`config.mk`:
```
export PLATFORM = sky130hd
export DESIGN_NAME = irqc_combiner
export DESIGN_NICKNAME = d
export VERILOG_FILES = /design/src/rtl/irqc_pkg.sv /design/src/rtl/irqc_sync.sv /design/src/rtl/irqc_enable_regs.sv /design/src/rtl/irqc_group.sv /design/src/rtl/irqc_combiner.sv
export SDC_FILE = /design/constraint.sdc
export NUM_CORES = 1
export LEC_CHECK = 0
export ABC_AREA = 1
export BUFFER_PORTS_ARGS = -buffer_cell sky130_fd_sc_hd__buf_4
export CORE_ASPECT_RATIO = 2
export CORE_MARGIN = 3
export CORE_UTILIZATION = 42
export DETAILED_ROUTE_END_ITERATION = 10
export GPL_TIMING_DRIVEN = 0
export HOLD_SLACK_MARGIN = 0.02
export PLACE_DENSITY = 0.67
export SLEW_MARGIN = 20
export SYNTH_ARGS = -nofsm -noshare
export SYNTH_HDL_FRONTEND = slang
export SYNTH_SLANG_ARGS = --single-unit
```
`constraint.sdc`:
```
create_clock -name clk -period 2.2 [get_ports clk]
set_clock_uncertainty 0.1 [all_clocks]
set_input_delay 0.44 -clock clk [delete_from_list [all_inputs] [get_ports clk]]
set_output_delay 0.44 -clock clk [all_outputs]
set_load 0.005 [all_outputs]
```
`src/rtl/irqc_pkg.sv`:
```
package irqc_pkg;

    localparam int NUM_GROUPS      = 4;
    localparam int LINES_PER_GROUP = 8;
    localparam int NUM_LINES       = NUM_GROUPS * LINES_PER_GROUP;
    localparam int IDX_W           = $clog2(LINES_PER_GROUP);
    localparam int ADDR_W          = 4;

    localparam logic [ADDR_W-1:0] OFS_EN_SET = 4'h0;
    localparam logic [ADDR_W-1:0] OFS_EN_CLR = 4'h4;
    localparam logic [ADDR_W-1:0] OFS_STATUS = 4'hC;

    typedef enum logic [1:0] {
        REG_SET  = 2'd0,
        REG_CLR  = 2'd1,
        REG_STAT = 2'd2,
        REG_NONE = 2'd3
    } reg_sel_e;

    typedef struct packed {
        logic                 we;
        reg_sel_e             sel;
        logic [NUM_LINES-1:0] data;
    } reg_req_t;

    typedef struct packed {
        logic             valid;
        logic [IDX_W-1:0] idx;
    } grp_result_t;

    function automatic reg_sel_e decode_offset(input logic [ADDR_W-1:0] a);
        reg_sel_e s;
        case (a)
            OFS_EN_SET: s = REG_SET;
            OFS_EN_CLR: s = REG_CLR;
            OFS_STATUS: s = REG_STAT;
            default:    s = REG_NONE;
        endcase
        return s;
    endfunction

    // Scan from the top down so the last hit is the lowest position.
    function automatic grp_result_t first_active(input logic [LINES_PER_GROUP-1:0] v);
        grp_result_t r;
        r.valid = |v;
        r.idx   = '0;
        for (int i = LINES_PER_GROUP - 1; i >= 0; i--) begin
            if (v[i]) r.idx = IDX_W'(i);
        end
        return r;
    endfunction

endpackage

```
`src/rtl/irqc_sync.sv`:
```
module irqc_sync #(
    parameter int WIDTH  = 32,
    parameter int STAGES = 2
) (
    input  logic             clk,
    input  logic             rst,
    input  logic [WIDTH-1:0] d,
    output logic [WIDTH-1:0] q
);
    logic [WIDTH-1:0] stage [STAGES];

    always_ff @(posedge clk) begin
        if (rst) begin
            for (int i = 0; i < STAGES; i++) stage[i] <= '0;
        end else begin
            stage[0] <= d;
            for (int i = 1; i < STAGES; i++) stage[i] <= stage[i-1];
        end
    end

    assign q = stage[STAGES-1];

endmodule

```
`src/rtl/irqc_enable_regs.sv`:
```
module irqc_enable_regs
    import irqc_pkg::*;
(
    input  logic                 clk,
    input  logic                 rst,
    input  reg_req_t             req,
    output logic [NUM_LINES-1:0] en
);
    logic [NUM_LINES-1:0] en_q;
    logic [NUM_LINES-1:0] en_d;

    always_comb begin
        en_d = en_q;
        if (req.we) begin
            case (req.sel)
                REG_SET: en_d = en_q | req.data;
                REG_CLR: en_d = en_q & ~req.data;
                default: en_d = en_q;
            endcase
        end
    end

    always_ff @(posedge clk) begin
        if (rst) en_q <= '0;
        else     en_q <= en_d;
    end

    assign en = en_q;

    // written ones become enabled, written zeros keep their old value
    a_r2_set_ones: assert property (@(posedge clk) disable iff (rst)
        (req.we && req.sel == REG_SET) |=> ((en & $past(req.data)) == $past(req.data)));
    a_r2_set_keeps: assert property (@(posedge clk) disable iff (rst)
        (req.we && req.sel == REG_SET) |=> ((en & ~$past(req.data)) == ($past(en) & ~$past(req.data))));
    // written ones become disabled
    a_r3_clr_ones: assert property (@(posedge clk) disable iff (rst)
        (req.we && req.sel == REG_CLR) |=> ((en & $past(req.data)) == '0));
    // writes to any other offset change nothing
    a_r10_other_write: assert property (@(posedge clk) disable iff (rst)
        (req.sel == REG_STAT || req.sel == REG_NONE || !req.we) |=> $stable(en));

endmodule

```
`src/rtl/irqc_group.sv`:
```
module irqc_group
    import irqc_pkg::*;
(
    input  logic                       clk,
    input  logic                       rst,
    input  logic [LINES_PER_GROUP-1:0] status,
    output grp_result_t                res
);
    assign res = first_active(status);

    // the reported line is active and nothing below it is
    a_r8_idx_active: assert property (@(posedge clk) disable iff (rst)
        res.valid |-> status[res.idx]);
    a_r8_idx_lowest: assert property (@(posedge clk) disable iff (rst)
        res.valid |-> ((status & ((LINES_PER_GROUP'(1) << res.idx) - LINES_PER_GROUP'(1))) == '0));
    // idle group reports index zero
    a_r8_idle_zero: assert property (@(posedge clk) disable iff (rst)
        !res.valid |-> (res.idx == '0 && status == '0));

endmodule

```
`src/rtl/irqc_combiner.sv`:
```
module irqc_combiner
    import irqc_pkg::*;
#(
    parameter int SYNC_STAGES = 2
) (
    input  logic                          clk,
    input  logic                          rst,
    input  logic [NUM_LINES-1:0]          irq_in,
    input  logic                          wr_en,
    input  logic [ADDR_W-1:0]             addr,
    input  logic [NUM_LINES-1:0]          wdata,
    output logic [NUM_LINES-1:0]          rdata,
    output logic [NUM_GROUPS-1:0]         grp_irq,
    output logic [NUM_GROUPS*IDX_W-1:0]   grp_idx
);
    reg_req_t             req;
    logic [NUM_LINES-1:0] lines_sync;
    logic [NUM_LINES-1:0] en;
    logic [NUM_LINES-1:0] status;

    assign req.we   = wr_en;
    assign req.sel  = decode_offset(addr);
    assign req.data = wdata;

    irqc_sync #(
        .WIDTH  (NUM_LINES),
        .STAGES (SYNC_STAGES)
    ) u_sync (
        .clk (clk),
        .rst (rst),
        .d   (irq_in),
        .q   (lines_sync)
    );

    irqc_enable_regs u_regs (
        .clk (clk),
        .rst (rst),
        .req (req),
        .en  (en)
    );

    assign status = lines_sync & en;

    for (genvar g = 0; g < NUM_GROUPS; g++) begin : g_grp
        grp_result_t res;
        irqc_group u_group (
            .clk    (clk),
            .rst    (rst),
            .status (status[g*LINES_PER_GROUP +: LINES_PER_GROUP]),
            .res    (res)
        );
        assign grp_irq[g]                 = res.valid;
        assign grp_idx[g*IDX_W +: IDX_W]  = res.idx;
    end

    always_comb begin
        case (req.sel)
            REG_SET, REG_CLR: rdata = en;
            REG_STAT:         rdata = status;
            default:          rdata = '0;
        endcase
    end

    // a request never stands for a group whose lines are all disabled
    for (genvar g = 0; g < NUM_GROUPS; g++) begin : g_chk
        a_r12_disabled_quiet: assert property (@(posedge clk) disable iff (rst)
            (en[g*LINES_PER_GROUP +: LINES_PER_GROUP] == '0) |-> !grp_irq[g]);
    end

endmodule

```
==> impl_metrics.yaml, run 1 <==
flow_run:
  maxCapViolations: 0
setup_path:
  cpMostUsedCell: "buf_4"
  r2r_cells: 3
  path_buf_inv: 4
  arrival_ns: 1.56
  critPathCaptureType: "output port"
  slowest_stage: "clkbuf_1"
  path_depth: 6
  crit_chain: "buf_4 -> inv_1 -> nand2_4 -> clkbuf_1 -> o22ai_1 -> buf_4"
  critPathLaunchType: "input pin"
  worstPathMaxFanout: 10
  cp_top_family: "buffers and inverters"
  worstPathRequired_ns: 1.66
  slowest_delay_ns: 0.49
  worstSetupPathType: "input pin to output port"
power_and_ir_drop:
  seqPwrFrac: 0.504
  switchingPower_mw: 0.775
  internal_power_mw: 2.85
  p_total_mw: 3.63
  swShare: 0.214
  p_leak_nw: 2.86
  ir_worst_vdd_v: 0.000466
  p_comb_frac: 0.083
  power.share.clock: 0.414
  p_per_area_mw_per_mm2: 676
global_routing:
  grtUsageMet1: 0.198
  grt_use_met3: 0.0381
  grt_max_degree: 15
  overflow: 0
  grt.busiest_layer: "met2"
  grt.total_usage: 0.200
  grtUsageMet2: 0.377
  grt_pass1_wl_mm: 16.9
  grt_antenna_before_repair: 0
  grt_pass1_vias: 3855
clock_network:
  clk_pin_slew_ns: 0.06
  root_buffer: "clkbuf_16"
  htreeDepth: 3
  cts-buffers-inserted: 9
  hold_buffers: 0
  clk_latency_ns: 0.33
  clock_sinks: 96
  clock_path_buffers: 2
  cts_tree: "built"
detailed_routing:
  wl_mm: 10.6
  viasPerCell: 4.81
  drt_iter0_drc: 137
  drcViolationCount: 0
  wl_per_cell_um: 13.4
  num_vias: 3781
  antenna_left: 0
  firstDrtPassIters: 7
synth:
  yosys_register_bits: 96
  synth-compound-area-share: 0.0601
  yosysSeqAreaShare: 0.473
  synth_cell_types: 19
  syn_area_mm2: 0.00406
  synth_top_family_by_area: "simple AND/OR/NAND/NOR gates"
  synth_xor_area_frac: 0
  yosys.area_share.simple: 0.338
  synthAdderAreaFrac: 0
  ys_warn_count: 0
  muxShareOfSynthArea: 0
  synthesis.area_per_instance_um2: 7.38
  syn_inst: 550
  syn_nets: 621
sta:
  hold_viol_final: 0
  slew_headroom: 0.491
  tightest_slew_ns: 0.763
  finalSetupTns_ns: 0
  max_freq_mhz: 475
  fin_hold_ws_ns: 0.204
  finalMaxSlewViolations: 0
  fin_crit_sh: 0.957
  min_period_ns: 2.10
  worst_slack_ns: 0.0953
  rsz0062_at_grt: "false"
  finalSetupViolCount: 0
die:
  die_h_um: 145
  io_pins: 119
  die_w_um: 75.5
  core_area_mm2: 0.00938
  rows: 50
  die_area_mm2: 0.0110
  start_util: 0.433
placed_design:
  portBuffers: 117
  dp_hpwl_mm: 8.09
  gp_congestion: 0.851
  dpl_worst_slack_ns: -0.0716
  place_area_mm2: 0.00507
  place_inst: 771
finish:
  post-route-util: 0.572
  antenna_cells: 0
  area_growth_pct: 32.1
  drive_gt1_frac: 0.258
  finalNonFillerCells: 786
  fin_nets: 749
  fillers: 921
  design_area_mm2: 0.00536
hold_path:
  hold_class: "input pin to register"
  hold_depth: 3
run_status:
  status: "completed"
power groups by stage:
stage	logic [mW]	registers [mW]	clock network, mW
after floorplan	0.147	1.86	0
after global placement	0.297	1.86	0
after detailed placement	0.302	1.87	0
after CTS	0.305	1.83	1.54
after global routing	0.337	1.83	1.60
final	0.301	1.83	1.50
layer usage:
metal / share of wire / up-vias
li1: - / 1906
met1: 0.36 / 1736
met2: 0.57 / 116
met3: 0.048 / 23
met4: 0.024 / 0
met5: 0 / -
what timing repair did:
action / in CTS / in global routing
buffers inserted: 0 / 0
pin swaps: 0 / 0
resized for setup: 3 / 3
endpoints found under the setup margin: 11 / 5
layout make-up:
| cell class | count | area, um2 | share of cell area |
|---|---|---|---|
| clock inverter | 4 | 45.0 | 0.00840 |
| tap | 104 | 130 | 0.0243 |
| buffer | 23 | 123 | 0.0229 |
| inverter | 108 | 405 | 0.0756 |
| clock buffer | 11 | 243 | 0.0453 |
| sequential | 96 | 1920 | 0.358 |
| multi-input combinational | 323 | 1620 | 0.302 |
| timing repair buffer | 117 | 878 | 0.164 |
tightest hold or removal path, stage by stage:
cell and delay, ns:
buf_4 0.07, inv_1 0.03, nor2_1 0.06
logic make-up (layout without fill, tap and decap cells):
group           count (synthesis)  in the layout
simple gates                  283            283
compound gates                 40             40
buf+inv                       131            263
flops                          96             96
cell usage after synthesis:
| library cell | number | area share |
|---|---|---|
| clkbuf_1 | 11 | 0.010 |
| nor2_1 | 106 | 0.098 |
| nor2_4 | 1 | 0.0028 |
| o22ai_1 | 32 | 0.049 |
| buf_1 | 3 | 0.0028 |
| nor3b_1 | 2 | 0.0037 |
| dfxtp_1 | 96 | 0.47 |
| nor3_1 | 4 | 0.0049 |
| buf_6 | 3 | 0.0083 |
| a31oi_1 | 3 | 0.0046 |
| a21oi_1 | 5 | 0.0062 |
| nand2_1 | 135 | 0.12 |
| inv_1 | 108 | 0.10 |
| nand4_1 | 1 | 0.0015 |
| nand2_4 | 1 | 0.0028 |
| buf_2 | 6 | 0.0074 |
| nor3b_2 | 30 | 0.092 |
| nand3_1 | 2 | 0.0025 |
| nor2_8 | 1 | 0.0049 |
worst paths after layout:
path                            start  slack [ns]             endpoint
hold reg to reg   u_sync.stage[0][28]        0.30  u_sync.stage[0][60]
setup reg to reg             register        1.37             register
hold / removal              irq_in[7]        0.20   u_sync.stage[0][7]
setup / recovery              addr[3]         0.1            rdata[31]
placed cells by master (no fill, tap or decap), drive strengths merged:
cell / synthesis / routed
nand3: 2 / 2
inv: 108 / 108
o22ai: 32 / 32
nor3b: 32 / 32
a31oi: 3 / 3
buf: 12 / 130
nand2: 136 / 136
a21oi: 5 / 5
nor2: 108 / 108
clkbuf: 11 / 21
nor3: 4 / 4
clkinv: 0 / 3
nand4: 1 / 1
bufinv: 0 / 1
dfxtp: 96 / 96
No activity file was read; power rests on OpenSTA's default activity.
==> run 2: changes to the inputs <==
Settings changed: CORE_ASPECT_RATIO 2 to not set.
==> impl_metrics.yaml, run 2 (same netlist as run 1, synthesis figures left out) <==
global_routing:
  grt_antenna_before_repair: 0
  grt_max_degree: 16
  overflow: 0
  grt_pass1_vias: 3539
  grt_pass1_wl_mm: 16.0
  grt.total_usage: 0.182
clock_network:
  root_buffer: "clkbuf_8"
  htreeDepth: 3
  clock_sinks: 96
  postCtsSetupBuffers: 0
  clk_latency_ns: 0.35
  clk_pin_slew_ns: 0.09
  cts-buffers-inserted: 9
  hold_buffers: 0
  cts_tree: "built"
  clock_path_buffers: 2
detailed_routing:
  viasPerCell: 4.52
  drt_iter0_drc: 141
  wl_mm: 10.0
  antenna_left: 0
  firstDrtPassIters: 4
  num_vias: 3668
  drcViolationCount: 0
  wl_per_cell_um: 12.3
placed_design:
  portBuffers: 117
  gp_congestion: 0.823
  dp_hpwl_mm: 7.50
sta:
  hold_viol_final: 0
  slew_headroom: 0.493
  max_freq_mhz: 475
  finalSetupViolCount: 0
  finalSetupTns_ns: 0
  fin_crit_sh: 0.957
  min_period_ns: 2.11
  tightest_slew_ns: 0.760
  finalMaxSlewViolations: 0
  rsz0062_at_grt: "false"
finish:
  drive_gt1_frac: 0.259
  final_common_cell: "nand2_1"
  mostFrequentLayoutCells: "nand2_1, buf_4, inv_1"
  fin_nets: 749
  antenna_cells: 0
  area_growth_pct: 31.1
setup_path:
  critPathLaunchType: "input pin"
  arrival_ns: 1.57
  critPathCaptureType: "output port"
  worstPathMaxFanout: 10
  worstPathRequired_ns: 1.66
  worstSetupPathType: "input pin to output port"
die:
  io_pins: 119
  die_area_mm2: 0.0109
  start_util: 0.435
  die_w_um: 104
  die_h_um: 104
  rows: 35
  core_area_mm2: 0.00933
power_and_ir_drop:
  p_leak_nw: 2.82
  ir_worst_vdd_v: 0.000452
  p_per_area_mw_per_mm2: 632
  p_total_mw: 3.36
flow_run:
  maxCapViolations: 0
hold_path:
  hold_class: "input pin to register"
run_status:
  status: "completed"
## run 2: power breakdown
part,switching [mW],internal (mW),total [mW]
clock,0.600,0.642,1.24
combinational,0.152,0.147,0.299
sequential,0.0193,1.80,1.82
total,0.771,2.59,3.36
## run 2: cell type report
type | count | area, um2
fillers | 887 | 4000
flip-flops and latches | 96 | 1920
multi-input cells | 323 | 1620
repair buffers | 117 | 878
inverters | 108 | 405
well taps | 129 | 161
clock buffers | 11 | 131
plain buffers | 23 | 120
clock inverters | 5 | 81.3
## run 2: through the flow
stage          hold slack [ns]  utilization  area, um2  worst slack, ns  cells
3_3_place_gp             0.290        0.547       5100          0.00508    796
5_1_grt                  0.170        0.571       5320          0.00321    812
6_report                 0.178        0.571       5320           0.0946    812
4_1_cts                  0.167        0.570       5320           0.0254    812
3_5_place_dp             0.293        0.547       5100          0.00871    796
2_1_floorplan            0.288            -       4060            0.609    550
## run 2: worst paths after layout
check	depth (start not counted)	from	to	slack, ns
setup reg to reg	3	register	register	1.37
hold reg to reg	2	u_sync.stage[0][0]	u_sync.stage[0][32]	0.30
setup / recovery	6	addr[1]	rdata[31]	0.09
hold / removal	3	irq_in[4]	u_sync.stage[0][4]	0.18
## run 2: repair_timing
| action | 4_1_cts | 5_1_grt |
|---|---|---|
| gates resized for setup | 2 | 4 |
| setup endpoints to repair | 2 | 7 |
| hold endpoints to repair | 0 | 0 |
## run 2: layer usage
metal  track usage  part of all wire  up-vias
li1              -                 -     1904
met1         0.220              0.45     1660
met2         0.320              0.49       93
met3        0.0379             0.046       11
met4        0.0589             0.013        0
met5             0                 0        -
## run 2: worst max-delay path: stages
cell and delay (ns):
buf_4 0.12, nor2_4 0.12, nand3_1 0.20, clkbuf_2 0.29, o22ai_1 0.22, buf_4 0.15
